**src/rtl/rstk_pkg.sv**
```systemverilog
package rstk_pkg;

    // Occupancy of the return-address stack
    typedef enum logic [1:0] {
        ST_EMPTY   = 2'd0,
        ST_PARTIAL = 2'd1,
        ST_FULL    = 2'd2
    } fill_state_e;

    // Operation requested of the storage in one cycle
    typedef struct packed {
        logic push;
        logic pop;
    } stack_op_t;

endpackage

```
**src/rtl/rstk_irq_gate.sv**
```systemverilog
module rstk_irq_gate
    import rstk_pkg::*;
(
    input  logic      clk,
    input  logic      rst,
    input  logic      call_req,
    input  logic      ret_req,
    input  logic      irq_pending,
    input  logic      full,
    output logic      irq_ack,
    output stack_op_t op
);

    // An interrupt is taken only in a cycle free of call/return strobes
    // and only when a slot is available for the interrupted address.
    logic strobe_busy;

    always_comb begin
        strobe_busy = call_req | ret_req;
        irq_ack     = irq_pending & ~full & ~strobe_busy;
        op.push     = call_req | irq_ack;
        op.pop      = ret_req & ~call_req;
    end

    AST_NO_ACK_WHEN_FULL: assert property (@(posedge clk) disable iff (rst)
        full |-> !irq_ack);

    AST_ACK_NEEDS_REQUEST: assert property (@(posedge clk) disable iff (rst)
        irq_ack |-> irq_pending);

    AST_ACK_NO_STROBE: assert property (@(posedge clk) disable iff (rst)
        irq_ack |-> (!call_req && !ret_req));

    AST_OP_EXCLUSIVE: assert property (@(posedge clk) disable iff (rst)
        !(op.push && op.pop));

endmodule

```
**src/rtl/rstk_ctrl.sv**
```systemverilog
module rstk_ctrl
    import rstk_pkg::*;
#(
    parameter int DEPTH = 8,
    parameter int PTR_W = $clog2(DEPTH),
    parameter int LVL_W = $clog2(DEPTH + 1)
) (
    input  logic             clk,
    input  logic             rst,
    input  stack_op_t        op,
    output logic             full,
    output logic [LVL_W-1:0] level,
    output logic             wr_en,
    output logic [PTR_W-1:0] wr_idx,
    output logic [PTR_W-1:0] top_idx
);

    localparam logic [LVL_W-1:0] LVL_MAX     = LVL_W'(DEPTH);
    localparam logic [LVL_W-1:0] LVL_NEARMAX = LVL_W'(DEPTH - 1);
    localparam logic [LVL_W-1:0] LVL_ONE     = LVL_W'(1);
    localparam logic [PTR_W-1:0] PTR_LAST    = PTR_W'(DEPTH - 1);
    localparam bit               DEPTH_POW2  = ((DEPTH & (DEPTH - 1)) == 0);

    fill_state_e      state_q, state_d;
    logic [LVL_W-1:0] level_q;
    logic [PTR_W-1:0] wptr_q;
    logic [PTR_W-1:0] ptr_inc, ptr_dec;
    logic             grow, shrink, is_full, is_empty;

    // Circular pointer arithmetic: free wrap for power-of-two depths,
    // explicit wrap compare otherwise.
    generate
        if (DEPTH_POW2) begin : g_wrap_pow2
            assign ptr_inc = wptr_q + PTR_W'(1);
            assign ptr_dec = wptr_q - PTR_W'(1);
        end else begin : g_wrap_cmp
            assign ptr_inc = (wptr_q == PTR_LAST) ? '0 : wptr_q + PTR_W'(1);
            assign ptr_dec = (wptr_q == '0) ? PTR_LAST : wptr_q - PTR_W'(1);
        end
    endgenerate

    // State register
    always_ff @(posedge clk) begin
        if (rst) state_q <= ST_EMPTY;
        else     state_q <= state_d;
    end

    // Next-state logic
    always_comb begin
        state_d = state_q;
        unique case (state_q)
            ST_EMPTY: begin
                if (op.push) state_d = ST_PARTIAL;
            end
            ST_PARTIAL: begin
                if (op.push && level_q == LVL_NEARMAX)
                    state_d = ST_FULL;
                else if (op.pop && level_q == LVL_ONE)
                    state_d = ST_EMPTY;
            end
            ST_FULL: begin
                if (op.pop) state_d = ST_PARTIAL;
            end
            default: state_d = ST_EMPTY;
        endcase
    end

    // Outputs decoded from the state
    always_comb begin
        is_full  = (state_q == ST_FULL);
        is_empty = (state_q == ST_EMPTY);
        grow     = op.push & ~is_full;
        shrink   = op.pop & ~is_empty;
        full     = is_full;
        level    = level_q;
        wr_en    = op.push;
        wr_idx   = wptr_q;
        top_idx  = ptr_dec;
    end

    // Fill counter: saturates on push when full, holds on pop when empty
    always_ff @(posedge clk) begin
        if (rst)         level_q <= '0;
        else if (grow)   level_q <= level_q + LVL_ONE;
        else if (shrink) level_q <= level_q - LVL_ONE;
    end

    // Write pointer: a push on a full stack lands on the oldest slot
    always_ff @(posedge clk) begin
        if (rst)          wptr_q <= '0;
        else if (op.push) wptr_q <= ptr_inc;
        else if (shrink)  wptr_q <= ptr_dec;
    end

    AST_LEVEL_BOUND: assert property (@(posedge clk) disable iff (rst)
        level_q <= LVL_MAX);

    AST_FULL_MATCH: assert property (@(posedge clk) disable iff (rst)
        is_full == (level_q == LVL_MAX));

    AST_PUSH_INC: assert property (@(posedge clk) disable iff (rst)
        (op.push && level_q != LVL_MAX) |=> level_q == $past(level_q) + LVL_ONE);

    AST_PUSH_FULL_HOLD: assert property (@(posedge clk) disable iff (rst)
        (op.push && level_q == LVL_MAX) |=> (level_q == LVL_MAX && is_full));

    AST_POP_DEC: assert property (@(posedge clk) disable iff (rst)
        (op.pop && level_q != '0) |=> level_q == $past(level_q) - LVL_ONE);

    AST_NO_UNDERFLOW: assert property (@(posedge clk) disable iff (rst)
        (op.pop && level_q == '0) |=> level_q == '0);

endmodule

```
**src/rtl/rstk_store.sv**
```systemverilog
module rstk_store #(
    parameter int DEPTH = 8,
    parameter int PC_W  = 13,
    parameter int PTR_W = $clog2(DEPTH)
) (
    input  logic             clk,
    input  logic             wr_en,
    input  logic [PTR_W-1:0] wr_idx,
    input  logic [PC_W-1:0]  wr_data,
    input  logic [PTR_W-1:0] rd_idx,
    output logic [PC_W-1:0]  rd_data
);

    // Plain register file; no reset, contents are meaningful only
    // below the fill level tracked by the controller.
    logic [PC_W-1:0] slot_q [DEPTH];

    always_ff @(posedge clk) begin
        if (wr_en) slot_q[wr_idx] <= wr_data;
    end

    assign rd_data = slot_q[rd_idx];

endmodule

```
**src/rtl/ret_addr_stack.sv**
```systemverilog
module ret_addr_stack
    import rstk_pkg::*;
#(
    parameter int DEPTH = 8,
    parameter int PC_W  = 13,
    parameter int PTR_W = $clog2(DEPTH),
    parameter int LVL_W = $clog2(DEPTH + 1)
) (
    input  logic             clk,
    input  logic             rst,
    input  logic             call_req,
    input  logic             ret_req,
    input  logic [PC_W-1:0]  pc_in,
    output logic [PC_W-1:0]  pc_out,
    input  logic             irq_pending,
    output logic             irq_ack,
    output logic             full,
    output logic [LVL_W-1:0] level
);

    stack_op_t        op;
    logic             wr_en;
    logic [PTR_W-1:0] wr_idx;
    logic [PTR_W-1:0] top_idx;

    rstk_irq_gate u_gate (
        .clk         (clk),
        .rst         (rst),
        .call_req    (call_req),
        .ret_req     (ret_req),
        .irq_pending (irq_pending),
        .full        (full),
        .irq_ack     (irq_ack),
        .op          (op)
    );

    rstk_ctrl #(
        .DEPTH (DEPTH),
        .PTR_W (PTR_W),
        .LVL_W (LVL_W)
    ) u_ctrl (
        .clk     (clk),
        .rst     (rst),
        .op      (op),
        .full    (full),
        .level   (level),
        .wr_en   (wr_en),
        .wr_idx  (wr_idx),
        .top_idx (top_idx)
    );

    rstk_store #(
        .DEPTH (DEPTH),
        .PC_W  (PC_W),
        .PTR_W (PTR_W)
    ) u_store (
        .clk     (clk),
        .wr_en   (wr_en),
        .wr_idx  (wr_idx),
        .wr_data (pc_in),
        .rd_idx  (top_idx),
        .rd_data (pc_out)
    );

    AST_ACK_TAKES_SLOT: assert property (@(posedge clk) disable iff (rst)
        irq_ack |=> level != '0);

endmodule

```
**config.mk**
```make
export PLATFORM = sky130hd
export DESIGN_NAME = ret_addr_stack
export DESIGN_NICKNAME = d
export VERILOG_FILES = /design/src/rtl/rstk_pkg.sv /design/src/rtl/rstk_irq_gate.sv /design/src/rtl/rstk_ctrl.sv /design/src/rtl/rstk_store.sv /design/src/rtl/ret_addr_stack.sv
export SDC_FILE = /design/constraint.sdc
export NUM_CORES = 1
export LEC_CHECK = 0
export ABC_AREA = 1
export BUFFER_PORTS_ARGS = -buffer_cell sky130_fd_sc_hd__buf_2
export CORE_MARGIN = 4
export CORE_UTILIZATION = 50
export DETAILED_ROUTE_END_ITERATION = 10
export PLACE_DENSITY_LB_ADDON = 0.25
export SYNTH_ARGS = -nofsm -noshare
export SYNTH_HDL_FRONTEND = slang
export SYNTH_HIERARCHICAL = 1
export SYNTH_SLANG_ARGS = --single-unit
```
**constraint.sdc**
```tcl
create_clock -name clk -period 3 [get_ports clk]
set_input_delay 0.9 -clock clk [delete_from_list [all_inputs] [get_ports clk]]
set_output_delay 0.9 -clock clk [all_outputs]
set_load 0.01 [all_outputs]
```
==> results.py, run 1 <==
metrics = {
    "yosys": {
        "synth_nets": 591,
        "synth_cells": 568,
        "synth_compound_area_frac": 0.0169,
        "synth-adder-area-share": 0.0119,
        "synthFlopType": "edfxtp_1",
        "synth.yosys.warnings": 6,
        "synth.area.top_cells": "edfxtp_1 59%, nand2_1 14%, inv_1 8.9%, nand3_1 5.4%, dfxtp_1 3.4%",
        "synth_xor_area_frac": 0.00332,
        "syn_area_um2": 5270,
        "synth-edff-count": 104,
        "ys_ff_latch": 113,
        "synth_top_family_by_area": "simple AND/OR/NAND/NOR gates",
        "yosysSeqAreaShare": 0.627,
        "yosys.area.top_type": "edfxtp_1",
        "synthArstFlopShare": 0,
        "ys_types": 25,
        "muxShareOfSynthArea": 0,
        "synth_top_area_share": 0.592,
        "avgSynthCellArea_um2": 9.28,
        "synth_simple_gate_area_frac": 0.219,
    },
    "run_status": {
        "status": "finished, final reports clean",
    },
    "sta": {
        "period_minus_slack_ns": 2.96,
        "min_period_over_period": 0.985,
        "fmax_mhz": 338,
        "rsz0062_at_grt": "yes",
        "finClkSkew_ns": 0.00510,
        "hold_viol_final": 0,
        "timing.final.max_slew_violations": 0,
        "slew-limit-headroom": 0.801,
        "tightest_slew_ns": 0.298,
        "worst_slack_ns": 0.0443,
        "setup_viol": 0,
    },
    "critical_path": {
        "worstSetupStartpoint": "u_ctrl/wr_idx[0]$_SDFFE_PP0P_",
        "cp.required_ns": 2.10,
        "cp_max_fo": 10,
        "arrival_ns": 2.06,
        "rr_startpoint": "u_ctrl/state_q[0]$_SDFFE_PP0P_",
        "worst_setup_path_end_kind": "output port",
        "worstSetupPathType": "reg2out",
        "worst-r2r-cell-count": 9,
        "critPathLaunchType": "flop",
    },
    "route": {
        "drt_iter0_drc": 341,
        "vias_per_cell": 4.88,
        "route.detailed.drc": 0,
        "detail-route-antenna-nets": 0,
        "vias": 3799,
        "wl_per_cell_um": 14.6,
        "dr.pass1.iters": 5,
        "wl_mm": 11.3,
    },
    "global_route": {
        "grt_overflow": 0,
        "gr-usage-all-layers": 0.191,
        "grt_antenna_before_repair": 0,
        "grt_max_degree": 54,
        "grt_first_pass_wirelength_mm": 18.3,
        "first_global_vias": 3763,
    },
    "die": {
        "fp.coreArea_um2": 10300,
        "die_w_um": 111,
        "die_h_um": 111,
        "rows": 37,
        "dieArea_um2": 12200,
        "initial_core_util": 0.513,
        "io_pins": 37,
    },
    "clocking": {
        "cts_num_sinks": 113,
        "cts_max_level": 4,
        "clkTransAtPathRegs_ns": 0.05,
        "clk_path_buf_depth": 2,
        "clock_latency_ns": 0.52,
        "cts_root_buffer": "clkbuf_8",
        "cts_tree": "built",
        "cts_buffers": 17,
    },
    "finish": {
        "layout-drive-gt1-share": 0.171,
        "antenna_cells": 0,
        "layout.cells.most_common": "nand2_1",
        "fin_area_um2": 6350,
        "layout_common_cells": "197 x nand2_1, 122 x inv_1, 104 x edfxtp_1",
        "layout.nets": 652,
        "area_growth_syn_to_layout_pct": 20.4,
    },
    "place": {
        "io_buffers": 36,
        "place_congestion": 0.830,
        "dp_slack_ns": 0.263,
        "place_hpwl_mm": 6.75,
        "placed_cell_area_um2": 5610,
    },
    "pwr": {
        "powerDensity_nw_per_um2": 705,
        "max-vdd-ir-drop_mv": 0.362,
        "p_leak_nw": 3.02,
        "power.total_mw": 4.47,
    },
    "worst_hold_path": {
        "holdPathStages": 1,
        "hp-class": "reg2reg",
        "min-delay-start": "u_ctrl/wr_idx[0]$_SDFFE_PP0P_",
    },
    "job": {
        "max_cap_viol_count": 0,
    },
}
[per-stage QoR]
step                hold slack [ns]  setup TNS [ns]  utilization  instances
finish                        0.463               0        0.618        778
global route                  0.481          -0.514        0.618        778
CTS                           0.485               0        0.609        774
detailed placement            0.517               0        0.546        739
global placement              0.496               0        0.546        739
floorplan                     0.473               0            -        568
[cells in the mapped netlist, types with 5 or more instances]
cell type	number
nand2_1	198
inv_1	125
edfxtp_1	104
nand3_1	57
nor2_1	17
buf_4	10
a21oi_1	9
dfxtp_1	9
o21ai_1	7
buf_6	5
ha_1	5
[critical path: stages, from the launching register on]
cell and delay, ns:
dfxtp_4 0.37, clkinvlp_4 0.15, ha_4 0.19, or2_4 0.22, and2_4 0.15, clkinvlp_4 0.09, buf_12 0.14, nand2_1 0.06
nand2_1 0.05, buf_2 0.12
[area by class of cell]
cell class / count / area, um2
fill: 812 / 3930
clock inverter: 14 / 164
inverter: 130 / 518
multi-input combinational: 306 / 1340
tap: 136 / 170
sequential: 113 / 3310
timing repair buffer: 61 / 425
clock buffer: 18 / 418
[power breakdown]
| group | total [mW] | switching, mW | internal, mW | leakage [nW] |
|---|---|---|---|---|
| clock network | 1.94 | 0.687 | 1.26 | 0.271 |
| registers | 1.82 | 0.0279 | 1.79 | 1.02 |
| logic | 0.711 | 0.449 | 0.262 | 1.73 |
[per-layer routing]
metal | GRT usage | routed length (um) | vias to the layer above
met5 | 0 | 0 | -
met4 | 0.0870 | 249 | 0
met3 | 0.0671 | 622 | 24
met2 | 0.314 | 5630 | 103
met1 | 0.225 | 4830 | 1788
li1 | - | - | 1884
[final timing paths]
kind,slack [ns],endpoint
setup / recovery,0.04,pc_out[11]
hold / removal,0.46,u_ctrl/wr_idx[0]$_SDFFE_PP0P_
setup reg to reg,0.95,u_store/slot_q[1][1]$_DFFE_PP_
hold reg to reg,0.46,u_ctrl/wr_idx[0]$_SDFFE_PP0P_
[state kept, by name, indices dropped and copies added (netlist names)]
register	cells
u_store/slot_q	104
u_ctrl/level	4
u_ctrl/wr_idx	3
u_ctrl/state_q	2
[what timing repair did]
item	4_1_cts	5_1_grt
gates cloned	0	1
setup buffers	3	3
gates resized for setup	12	10
hold buffers	0	0
endpoints found under the setup margin	13	13
pin swaps	0	0
[cells by family (layout without fill, tap and decap cells)]
| kind of cell | Yosys count | count (layout) |
|---|---|---|
| and+or+nand+nor | 282 | 282 |
| xor gates and xnor gates | 2 | 2 |
| buffers and inverters | 149 | 223 |
| DFF | 113 | 113 |
| AOI/OAI and AO/OA | 17 | 17 |
| adders and majority gates | 5 | 5 |
Note: power is estimated with default switching activity, not from simulation.
==> inputs of run 2 (changes only) <==
- CORE_MARGIN: 4 -> unset
==> run 2 against run 1 <==
  * Clock skew is 0.00072 ns higher
  * Register-to-register slack about the same
  * Final cell count is 0.39% lower
  * Sequential share of layout area shrank 1.1 points
==> results.py, run 2 (synthesized netlist as in run 1, its figures left out) <==
metrics = {
    "finish": {
        "layout.cells.most_common": "nand2_1",
        "regMostFlops": "u_store/slot_q",
        "antenna_cells": 0,
        "postLayoutCoreUtil": 0.631,
        "largest_reg_flops": 104,
        "area_growth_syn_to_layout_pct": 23.1,
        "layout.nets": 649,
        "layout-drive-gt1-share": 0.169,
        "layout_common_cells": "198 x nand2_1, 121 x inv_1, 104 x edfxtp_1",
    },
    "global_route": {
        "grt_antenna_before_repair": 0,
        "first_global_vias": 3687,
        "grt_overflow": 0,
        "grt_first_pass_wirelength_mm": 17.7,
        "gr-usage-all-layers": 0.215,
        "grt_max_degree": 54,
    },
    "sta": {
        "slew-limit-headroom": 0.805,
        "period_minus_slack_ns": 2.90,
        "fmax_mhz": 345,
        "min_period_over_period": 0.968,
        "tightest_slew_ns": 0.291,
        "worst_slack_ns": 0.0975,
        "setup_viol": 0,
        "holdWs_ns": 0.480,
        "timing.final.max_slew_violations": 0,
        "finClkSkew_ns": 0.00582,
        "hold_viol_final": 0,
    },
    "route": {
        "dr.pass1.iters": 7,
        "route.detailed.drc": 0,
        "vias_per_cell": 4.88,
        "vias": 3779,
        "drt_iter0_drc": 238,
        "wl_mm": 11.3,
        "detail-route-antenna-nets": 0,
        "wl_per_cell_um": 14.6,
    },
    "critical_path": {
        "path_delay_family": "buffers and inverters",
        "critPathLaunchType": "flop",
        "max_stage_delay_ns": 0.37,
        "worst_setup_path_end_kind": "output port",
        "path_common_cell": "nand2_1",
        "crit_buf_inv": 5,
        "cp.required_ns": 2.10,
        "crit_chain": "inv_6 > ha_4 > clkinvlp_4 > buf_12 > buf_8 > nand3_1 > nand2_1 > nand2_1 > nand2_1 > buf_2",
        "cp_max_fo": 8,
        "arrival_ns": 2.00,
        "cp_slowest_cell": "dfxtp_4",
        "worstSetupPathType": "reg2out",
    },
    "place": {
        "place_hpwl_mm": 6.35,
        "dp_slack_ns": 0.193,
        "place_congestion": 0.829,
        "io_buffers": 36,
    },
    "pwr": {
        "power.total_mw": 4.97,
        "powerDensity_nw_per_um2": 765,
        "pwr-share-clk": 0.488,
        "cell_internal_pwr_mw": 3.79,
        "max-vdd-ir-drop_mv": 0.393,
        "switchingPower_mw": 1.17,
        "combPwrFrac": 0.145,
        "p_sw_frac": 0.236,
        "p_leak_nw": 3.09,
        "seqPwrFrac": 0.367,
    },
    "run_status": {
        "status": "finished, final reports clean",
    },
    "clocking": {
        "cts_buffers": 17,
        "cts_root_buffer": "clkbuf_8",
        "clkTransAtPathRegs_ns": 0.06,
        "cts_tree": "built",
        "clk_path_buf_depth": 2,
        "cts_max_level": 4,
        "clock_latency_ns": 0.51,
        "cts_num_sinks": 113,
        "holdBufCountCts": 0,
    },
    "job": {
        "max_cap_viol_count": 0,
    },
    "die": {
        "dieArea_um2": 11000,
        "io_pins": 37,
        "initial_core_util": 0.513,
        "fp.coreArea_um2": 10300,
        "die_h_um": 105,
        "rows": 37,
        "die_w_um": 105,
    },
    "worst_hold_path": {
        "hp-class": "reg2reg",
    },
}
==> run 2: cell types whose count changed in the layout (fill, tap and decap cells not counted), sizes merged <==
cell      change
clkbuf        +1
clkinv        -2
inv           +2
clkinvlp      -5
bufinv        +5
buf           -4
==> run 2: stage by stage <==
| stage | std cells | cell area [um2] | setup TNS, ns |
|---|---|---|---|
| after floorplan | 568 | 5270 | 0 |
| final | 775 | 6490 | 0 |
| after CTS | 773 | 6420 | 0 |
| after global routing | 775 | 6490 | -0.00458 |
| after global placement | 737 | 5590 | 0 |
| after detailed placement | 737 | 5590 | 0 |
==> run 2: what timing repair did <==
| item | CTS | global route |
|---|---|---|
| endpoints found under the setup margin | 13 | 13 |
| gates cloned | 1 | 1 |
| resized for setup | 15 | 13 |
| pin swaps | 0 | 2 |
| buffers inserted | 3 | 1 |
==> run 2: cell type report <==
cell class	count	area, um2
Clock inverter	13	279
Sequential cell	113	3310
Timing Repair Buffer	57	415
Fill cell	812	3790
Timing Repair inverter	1	11.3
Multi-Input combinational cell	306	1340
Inverter	130	519
Clock buffer	19	442
Tap cell	136	170
==> run 2: final timing paths <==
kind                             startpoint                              to  slack, ns  cells past startpoint
max           u_ctrl/wr_idx[0]$_SDFFE_PP0P_                       pc_out[7]        0.1                     10
min reg2reg   u_ctrl/wr_idx[0]$_SDFFE_PP0P_   u_ctrl/wr_idx[0]$_SDFFE_PP0P_       0.48                      1
min           u_ctrl/wr_idx[0]$_SDFFE_PP0P_   u_ctrl/wr_idx[0]$_SDFFE_PP0P_       0.48                      1
max reg2reg  u_ctrl/state_q[0]$_SDFFE_PP0P_  u_store/slot_q[5][6]$_DFFE_PP_       0.95                      9
==> run 2: worst register-to-register path, delay by kind of cell (launching register included) <==
kind                   cells  cell delay [ns]
flip-flops                 1             0.39
AND/OR/NAND/NOR            6             0.86
buffers and inverters      3             0.47
==> run 2: power groups by stage <==
stage                     Clock [mW]  Combinational [mW]  Sequential, mW
after floorplan                    0               0.434            1.85
after global placement             0               0.613            1.85
after detailed placement           0               0.624            1.85
after CTS                       2.45               0.694            1.82
after global routing            2.53               0.796            1.83
final                           2.43               0.719            1.82
==> run 2: routing by layer <==
layer | track usage | vias to the layer above | part of all wire
li1 | - | 1879 | -
met1 | 0.258 | 1738 | 0.43
met2 | 0.363 | 134 | 0.48
met3 | 0.0561 | 28 | 0.054
met4 | 0.0976 | 0 | 0.031
met5 | 0 | - | 0
